## src/rtl/irq_dual_pkg.sv

```systemverilog
package irq_dual_pkg;
   // Register slots per target: cause at 2t, mask at 2t+1, lowest-active at 2*NUM_TGT+t
   localparam int unsigned SLOTS_PER_TGT = 3;

   function automatic int unsigned cause_slot(int unsigned t);
      return 2 * t;
   endfunction

   function automatic int unsigned mask_slot(int unsigned t);
      return 2 * t + 1;
   endfunction

   function automatic int unsigned low_slot(int unsigned t, int unsigned ntgt);
      return 2 * ntgt + t;
   endfunction
endpackage

```

## src/rtl/irq_low_enc.sv

```systemverilog
module irq_low_enc #(
   parameter int unsigned N_SRC  = 32,
   parameter int unsigned DATA_W = 32
) (
   input  logic [N_SRC-1:0]  act_i,
   output logic [DATA_W-1:0] word_o
);
   localparam int unsigned IDX_W = (N_SRC > 1) ? $clog2(N_SRC) : 1;

   if (IDX_W >= DATA_W) begin : g_bad_width
      $error("irq_low_enc: index does not fit below the empty flag");
   end

   logic [IDX_W-1:0] idx;
   logic             empty;

   always_comb begin
      idx = '0;
      for (int i = N_SRC - 1; i >= 0; i--) begin
         if (act_i[i]) idx = IDX_W'(i);
      end
      empty = (act_i == '0);
   end

   always_comb begin
      word_o             = '0;
      word_o[DATA_W-1]   = empty;
      if (!empty) word_o[IDX_W-1:0] = idx;
   end
endmodule

```

## src/rtl/irq_tgt_bank.sv

```systemverilog
module irq_tgt_bank #(
   parameter int unsigned N_SRC = 32
) (
   input  logic             clk,
   input  logic             rst_n,
   input  logic [N_SRC-1:0] src_i,
   input  logic             cause_we_i,
   input  logic             mask_we_i,
   input  logic [N_SRC-1:0] wdata_i,
   output logic [N_SRC-1:0] cause_o,
   output logic [N_SRC-1:0] mask_o,
   output logic [N_SRC-1:0] act_o,
   output logic             irq_o
);
   logic [N_SRC-1:0] cause_q, mask_q, clr;

   assign clr = cause_we_i ? wdata_i : '0;

   always_ff @(posedge clk or negedge rst_n) begin
      if (!rst_n) begin
         cause_q <= '0;
      end else begin
         cause_q <= (cause_q & ~clr) | src_i;
      end
   end

   always_ff @(posedge clk or negedge rst_n) begin
      if (!rst_n) begin
         mask_q <= '0;
      end else if (mask_we_i) begin
         mask_q <= wdata_i;
      end
   end

   assign cause_o = cause_q;
   assign mask_o  = mask_q;
   assign act_o   = cause_q & mask_q;
   assign irq_o   = |act_o;

   // a high source is recorded at the edge it is sampled
   a_r2_src_sets: assert property (@(posedge clk) disable iff (!rst_n)
      (src_i != '0) |=> ((cause_q & $past(src_i)) == $past(src_i)));

   // bits written as one and not re-raised are cleared
   a_r3_w1c_clears: assert property (@(posedge clk) disable iff (!rst_n)
      cause_we_i |=> ((cause_q & $past(wdata_i) & ~$past(src_i)) == '0));

   // without a cause write no recorded bit is lost
   a_r3_no_loss: assert property (@(posedge clk) disable iff (!rst_n)
      !cause_we_i |=> ((cause_q & $past(cause_q)) == $past(cause_q)));

   // set beats clear
   a_r4_set_wins: assert property (@(posedge clk) disable iff (!rst_n)
      (cause_we_i && ((wdata_i & src_i) != '0)) |=>
         ((cause_q & $past(wdata_i & src_i)) == $past(wdata_i & src_i)));

   // mask only moves on its own write
   a_r5_mask_hold: assert property (@(posedge clk) disable iff (!rst_n)
      !mask_we_i |=> $stable(mask_q));
endmodule

```

## src/rtl/irq_dual_ctl.sv

```systemverilog
module irq_dual_ctl #(
   parameter int unsigned N_SRC  = 32,
   parameter int unsigned N_TGT  = 2,
   parameter int unsigned DATA_W = 32,
   parameter int unsigned ADDR_W = 5
) (
   input  logic              clk,
   input  logic              rst_n,
   input  logic [N_SRC-1:0]  src_i,
   input  logic              reg_wr_i,
   input  logic              reg_rd_i,
   input  logic [ADDR_W-1:0] reg_addr_i,
   input  logic [DATA_W-1:0] reg_wdata_i,
   output logic [DATA_W-1:0] reg_rdata_o,
   output logic [N_TGT-1:0]  irq_o
);
   import irq_dual_pkg::*;

   localparam int unsigned N_SLOT = SLOTS_PER_TGT * N_TGT;
   localparam int unsigned SLOT_W = (N_SLOT > 1) ? $clog2(N_SLOT) : 1;

   if (N_SRC > DATA_W) begin : g_bad_src
      $error("irq_dual_ctl: more sources than data bits");
   end
   if (SLOT_W + 2 > ADDR_W) begin : g_bad_addr
      $error("irq_dual_ctl: address too narrow for register set");
   end
   if (N_TGT < 1) begin : g_bad_tgt
      $error("irq_dual_ctl: need at least one target");
   end

   logic [ADDR_W-3:0] slot;
   logic              listed;

   assign slot   = reg_addr_i[ADDR_W-1:2];
   assign listed = (reg_addr_i[1:0] == 2'b00) && (int'(slot) < N_SLOT);

   logic [N_SRC-1:0]  cause_v [N_TGT];
   logic [N_SRC-1:0]  mask_v  [N_TGT];
   logic [N_SRC-1:0]  act_v   [N_TGT];
   logic [DATA_W-1:0] low_v   [N_TGT];

   for (genvar t = 0; t < N_TGT; t++) begin : g_tgt
      logic cause_we, mask_we;

      assign cause_we = reg_wr_i && listed && (int'(slot) == cause_slot(t));
      assign mask_we  = reg_wr_i && listed && (int'(slot) == mask_slot(t));

      irq_tgt_bank #(.N_SRC(N_SRC)) u_bank (
         .clk        (clk),
         .rst_n      (rst_n),
         .src_i      (src_i),
         .cause_we_i (cause_we),
         .mask_we_i  (mask_we),
         .wdata_i    (reg_wdata_i[N_SRC-1:0]),
         .cause_o    (cause_v[t]),
         .mask_o     (mask_v[t]),
         .act_o      (act_v[t]),
         .irq_o      (irq_o[t])
      );

      irq_low_enc #(.N_SRC(N_SRC), .DATA_W(DATA_W)) u_low (
         .act_i  (act_v[t]),
         .word_o (low_v[t])
      );

      // a fully masked target stays quiet
      a_r6_masked_quiet: assert property (@(posedge clk) disable iff (!rst_n)
         (mask_v[t] == '0) |-> !irq_o[t]);

      // a raised output implies a recorded, enabled source
      a_r6_raise_cause: assert property (@(posedge clk) disable iff (!rst_n)
         irq_o[t] |-> ((cause_v[t] & mask_v[t]) != '0));

      // empty flag in the lowest-active word matches the output
      a_r7_empty_flag: assert property (@(posedge clk) disable iff (!rst_n)
         low_v[t][DATA_W-1] == !irq_o[t]);
   end

   logic [DATA_W-1:0] rd_word;

   always_comb begin
      rd_word = '0;
      if (listed) begin
         for (int t = 0; t < int'(N_TGT); t++) begin
            if (int'(slot) == cause_slot(t))      rd_word = DATA_W'(cause_v[t]);
            if (int'(slot) == mask_slot(t))       rd_word = DATA_W'(mask_v[t]);
            if (int'(slot) == low_slot(t, N_TGT)) rd_word = low_v[t];
         end
      end
   end

   always_ff @(posedge clk or negedge rst_n) begin
      if (!rst_n) begin
         reg_rdata_o <= '0;
      end else if (reg_rd_i) begin
         reg_rdata_o <= rd_word;
      end
   end

   // outputs are quiet on the first cycle out of reset
   a_r1_reset_quiet: assert property (@(posedge clk) disable iff (!rst_n)
      $rose(rst_n) |-> (irq_o == '0));

   // unlisted offsets read as zero
   a_r9_unlisted_zero: assert property (@(posedge clk) disable iff (!rst_n)
      (reg_rd_i && !listed) |=> (reg_rdata_o == '0));

   // read data holds between reads
   a_r8_rdata_hold: assert property (@(posedge clk) disable iff (!rst_n)
      !reg_rd_i |=> $stable(reg_rdata_o));
endmodule

```

## config.mk

```make
export PLATFORM = sky130hd
export DESIGN_NAME = irq_dual_ctl
export DESIGN_NICKNAME = d
export VERILOG_FILES = /design/src/rtl/irq_dual_pkg.sv /design/src/rtl/irq_low_enc.sv /design/src/rtl/irq_tgt_bank.sv /design/src/rtl/irq_dual_ctl.sv
export SDC_FILE = /design/constraint.sdc
export NUM_CORES = 1
export LEC_CHECK = 0
export CORE_ASPECT_RATIO = 2
export CORE_MARGIN = 1
export CORE_UTILIZATION = 39
export DETAILED_ROUTE_END_ITERATION = 10
export HOLD_SLACK_MARGIN = 0.12
export PLACE_DENSITY = 0.68
export SYNTH_ARGS = -nofsm -noshare
export SYNTH_HDL_FRONTEND = slang
export SYNTH_HIERARCHICAL = 1
export SYNTH_SLANG_ARGS = --single-unit
```

## constraint.sdc

```tcl
create_clock -name clk -period 5.3 [get_ports clk]
set_input_delay 1.06 -clock clk [delete_from_list [all_inputs] [get_ports clk]]
set_output_delay 1.06 -clock clk [all_outputs]
set_load 0.03 [all_outputs]
```

## Yosys cells after proc, flatten, opt, wreduce, memory -nomap -nowiden

Index checks and enable logic that the tools add are counted.
W data, S select, Z words.

- Output and inout bits: 34
- Input bits: 73
- Logic and storage cells: 106
- Register bits: 160

- Muxes and demuxes: 75
- Reduce and logical (&&, ||, !) cells: 12
- Bitwise logic cells: 8
- Equality and inequality tests: 5
- Magnitude comparators: 1

Operators by type and width:

| cell | count |
|---|---|
| $mux W5 | 66 |
| $mux W32 | 9 |
| $and A32 B32 Y32 | 4 |
| $logic_not A32 Y1 | 2 |
| $not A32 Y32 | 2 |
| $or A32 B32 Y32 | 2 |
| $reduce_or A32 Y1 | 2 |
| $eq A3 B2 Y1 const B | 2 |
| $eq A3 B3 Y1 const B | 2 |
| $logic_and A1 B1 Y1 | 6 |
| $eq A3 B1 Y1 const B | 1 |
| $logic_not A3 Y1 | 1 |
| $lt A3 B3 Y1 const B | 1 |
| $logic_not A2 Y1 | 1 |

## Depth between registers and ports, before layout

- Depth after elaboration: 39
- Gate-level depth with buffers: 10
- Mapped depth without buffers: 10

## Hierarchy

Netlist, hierarchy kept.

Modules (own cells, without submodules):

| module | area an instance (sq um) | cells an instance | sequential area each (sq um) | times used |
|---|---|---|---|---|
| irq_tgt_bank | 2647.5 | 212 | 1601.5 | 2 |
| irq_dual_ctl | 3000.4 | 343 | 800.8 | 1 |
| irq_low_enc | 601.8 | 93 | 0.0 | 2 |

## Worst setup path before layout

Ideal clock, no wire load.

- Path kind: register to output
- Start point: register g_tgt[1].u_bank.cause_q[24]
- End point: output port irq_o[1]
- Data arrival time: 2131 ps
- Slack: 2109 ps
- Path buffers: 0
- Data required time: 4240 ps
- Cell stages (with the launch flop): 5
- Cells stage by stage: dfrtp_1 > and2_4 > or4_1 > or4_1 > or4_1

RTL lines:

| item | RTL line | source |
|---|---|---|
| from (decl) | irq_tgt_bank.sv:15 | `logic [N_SRC-1:0] cause_q, mask_q, clr;` |
| from (signal assigned) | irq_tgt_bank.sv:23 | `cause_q <= (cause_q & ~clr) \| src_i;` |
| to (decl) | irq_dual_ctl.sv:15 | `output logic [N_TGT-1:0] irq_o` |

==> results by group <==
Run status
  • Status: complete, no violations

Clocking
  • Clock buffer depth: 2
  • TritonCTS Buffers: 17
  • CTS tree: built
  • Clk root buf: clkbuf_16
  • Clk pin slew, worst setup/hold paths: 70 ps
  • Postcts setup bufs: 0
  • CTS sink cnt: 160
  • CTS H-tree lvls: 4
  • Clk_lat worst skew: 440 ps
  • Hold_buf cts: 0
  • Post-CTS sizing: 0

Worst setup path
  • WP data arrival: 3210 ps
  • Critical Path End Type: primary output
  • Worst EP required: 4240 ps
  • Setup CP Type: flop to primary output
  • CP startpoint kind: flop
  • R2R depth: 10
  • Worst r2r src: g_tgt[0].u_bank/cause_o[22]$_DFF_PN0_
  • CP Launch Point: g_tgt[1].u_bank/cause_o[23]$_DFF_PN0_
  • CP Capture Point: irq_o[1]
  • R2R Setup Slk: 2590 ps
  • Maximum fanout along the worst path: 4
  • FF-to-FF End: reg_rdata_o[0]$_DFFE_PN0P_

Logic synthesis
  • Synth Instances: 953
  • Post-synth EDFFs: 0
  • Number of synthesis warnings: 6
  • Synth top area cells: dfrtp_1, mux2_2, a21o_1
  • Yosys top cell area share: 42.1%
  • Async set-or-reset flop fraction in the synthesized netlist: 100%
  • Main synth FF type: dfrtp_1
  • Syn_area_per_cell: 9.97 µm²
  • Commonest cells post-synth: dfrtp_1, mux2_2, nand2_1, nor2_1, a21o_1
  • Distinct cells, synth: 52
  • Largest area contributor in the netlist: dfrtp_1
  • #FFs+latches synth: 160
  • Most frequent cell after synthesis: dfrtp_1
  • Mapped Area: 9500 µm²
  • Sequential fraction of the synthesis area: 42.1%

Layout
  • Ant diodes: 0
  • Layout cells sized above 1: 17.7%
  • Nets: 1,113
  • Layout area overhead: 17.6%

Pwr
  • P_leak: 4.22 nW
  • Maximum VDD drop: 217 µV
  • Pwr/cell area: 323 nW/µm²
  • Total power: 0.00361 W

Floorplan
  • Num ports: 107
  • Initial Util: 39.7%
  • Core Region: 23,900 µm²
  • Die width: 112 µm
  • Die Height: 223 µm
  • Die area: 25,000 µm²
  • Row cnt: 80

Global route
  • Vias in the first global route: 7,893
  • Pin count of the biggest net entering global routing: 103
  • First-pass GRT wire length: 44,800 µm
  • Initial antenna violation count: 0
  • Gr usage total: 24.1%
  • GRT overflow: 0

Placed design
  • PortBufs: 106
  • Placer Congestion: 0.923
  • Post-DP HPWL: 20,600 µm

Timing
  • Max Freq: 234 MHz
  • Max Slew Vio Count: 0
  • Setup TNS Final: 0 ps
  • Relative slew slack: 29.4%
  • Least-Margin Pin Slew: 1060 ps
  • RSZ-0062 raised after global routing: no
  • Period minus WS final: 4270 ps
  • Final worst path period share: 80.5%
  • Worst Clk Skew: 11.6 ps
  • Final hold violations: 0
  • Final setup viols: 0

Route
  • DR DRC count: 0
  • Final Routed Wirelength: 29,300 µm
  • Vias: 7,762
  • DRT Pass-1 Iters: 8
  • Antenna-violating nets left: 0
  • Vias/cell: 5.79
  • Routed wire length per instance: 21.8 µm
  • Detailed Route Iter0 Violations: 430

Worst hold path
  • Worst hold path type: flop to flop

Job
  • Max_cap viols: 0
registers in the layout, summed over array words and instances (netlist names):
| register | flops |
|---|---|
| g_tgt.u_bank/mask_o | 64 |
| reg_rdata_o | 32 |
| g_tgt.u_bank/cause_o | 64 |
power by group:
part / internal (W) / total [W] / leakage, nW / switching, W
combinational: 0.000414 / 0.000950 / 2.13 / 0.000536
clock: 0.000721 / 0.00124 / 0.272 / 0.000519
sequential: 0.00134 / 0.00142 / 1.82 / 0.0000799
critical path, cell delays in order (launching register included):
cell             delay (ps)
dfrtp_1                 390
and2_1                  220
or4_1                   500
or4_1                   480
or4_1                   560
clkdlybuf4s50_1         630
metal layers:
metal | up-vias | GRT usage, % | share of wire, %
li1 | 3508 | - | -
met1 | 3914 | 26.2 | 37
met2 | 256 | 43.3 | 53
met3 | 84 | 3.11 | 4.0
met4 | 0 | 16.3 | 5.8
met5 | - | 0 | 0
placed cells by master, fill, tap and decap left out, types with 45 or more instances in the layout:
| cell | n |
|---|---|
| a21o_1 | 62 |
| and2_1 | 60 |
| dfrtp_1 | 160 |
| clkdlybuf4s50_1 | 103 |
| o22ai_1 | 51 |
| nand2_1 | 73 |
| conb_1 | 52 |
| inv_1 | 45 |
| mux2_2 | 95 |
| nor2_1 | 70 |
cell families (layout without fill, tap and decap cells):
logic type             after synthesis  after routing  synth area share [%]
AND/OR/NAND/NOR                    300            300                  16.8
other                                2             52                0.0791
buffers and inverters              149            199                  8.92
AO/OA/AOI/OAI                      236            236                  19.5
flip-flops                         160            160                  42.1
multiplexers                       106            106                  12.6
metrics by stage:
step | hold slack [ps] | worst slack [ps] | cell area [µm²] | instances | util [%]
finish | 497 | 1030 | 11200 | 1340 | 46.7
global route | 511 | 933 | 11200 | 1340 | 46.7
CTS | 497 | 1030 | 11200 | 1340 | 46.7
detailed placement | 482 | 1520 | 10600 | 1308 | 44.2
global placement | 469 | 1500 | 10600 | 1308 | 44.2
floorplan | 455 | 2110 | 9690 | 1003 | -
how the worst min path moves through the flow:
stage          cells after the start                             startpoint  slack [ps]                                    end
6_report                           1  g_tgt[1].u_bank/cause_o[20]$_DFF_PN0_         500  g_tgt[1].u_bank/cause_o[20]$_DFF_PN0_
2_1_floorplan                      1  g_tgt[0].u_bank/cause_o[30]$_DFF_PN0_         460  g_tgt[0].u_bank/cause_o[30]$_DFF_PN0_
3_5_place_dp                       1   g_tgt[0].u_bank/cause_o[1]$_DFF_PN0_         480   g_tgt[0].u_bank/cause_o[1]$_DFF_PN0_
4_1_cts                            1   g_tgt[0].u_bank/cause_o[1]$_DFF_PN0_         500   g_tgt[0].u_bank/cause_o[1]$_DFF_PN0_
5_1_grt                            1   g_tgt[0].u_bank/cause_o[1]$_DFF_PN0_         510   g_tgt[0].u_bank/cause_o[1]$_DFF_PN0_
3_3_place_gp                       1  g_tgt[0].u_bank/cause_o[10]$_DFF_PN0_         470  g_tgt[0].u_bank/cause_o[10]$_DFF_PN0_
final cells by class:
cell class	instances	area, µm²
clock buffers	21	460
clock inverters	11	133
fillers	2181	12800
inverters	45	169
multi-input cells	694	4850
flip-flops and latches	160	4000
well taps	287	359
repair buffers	122	1200
Power figures use the tool's default switching activity.
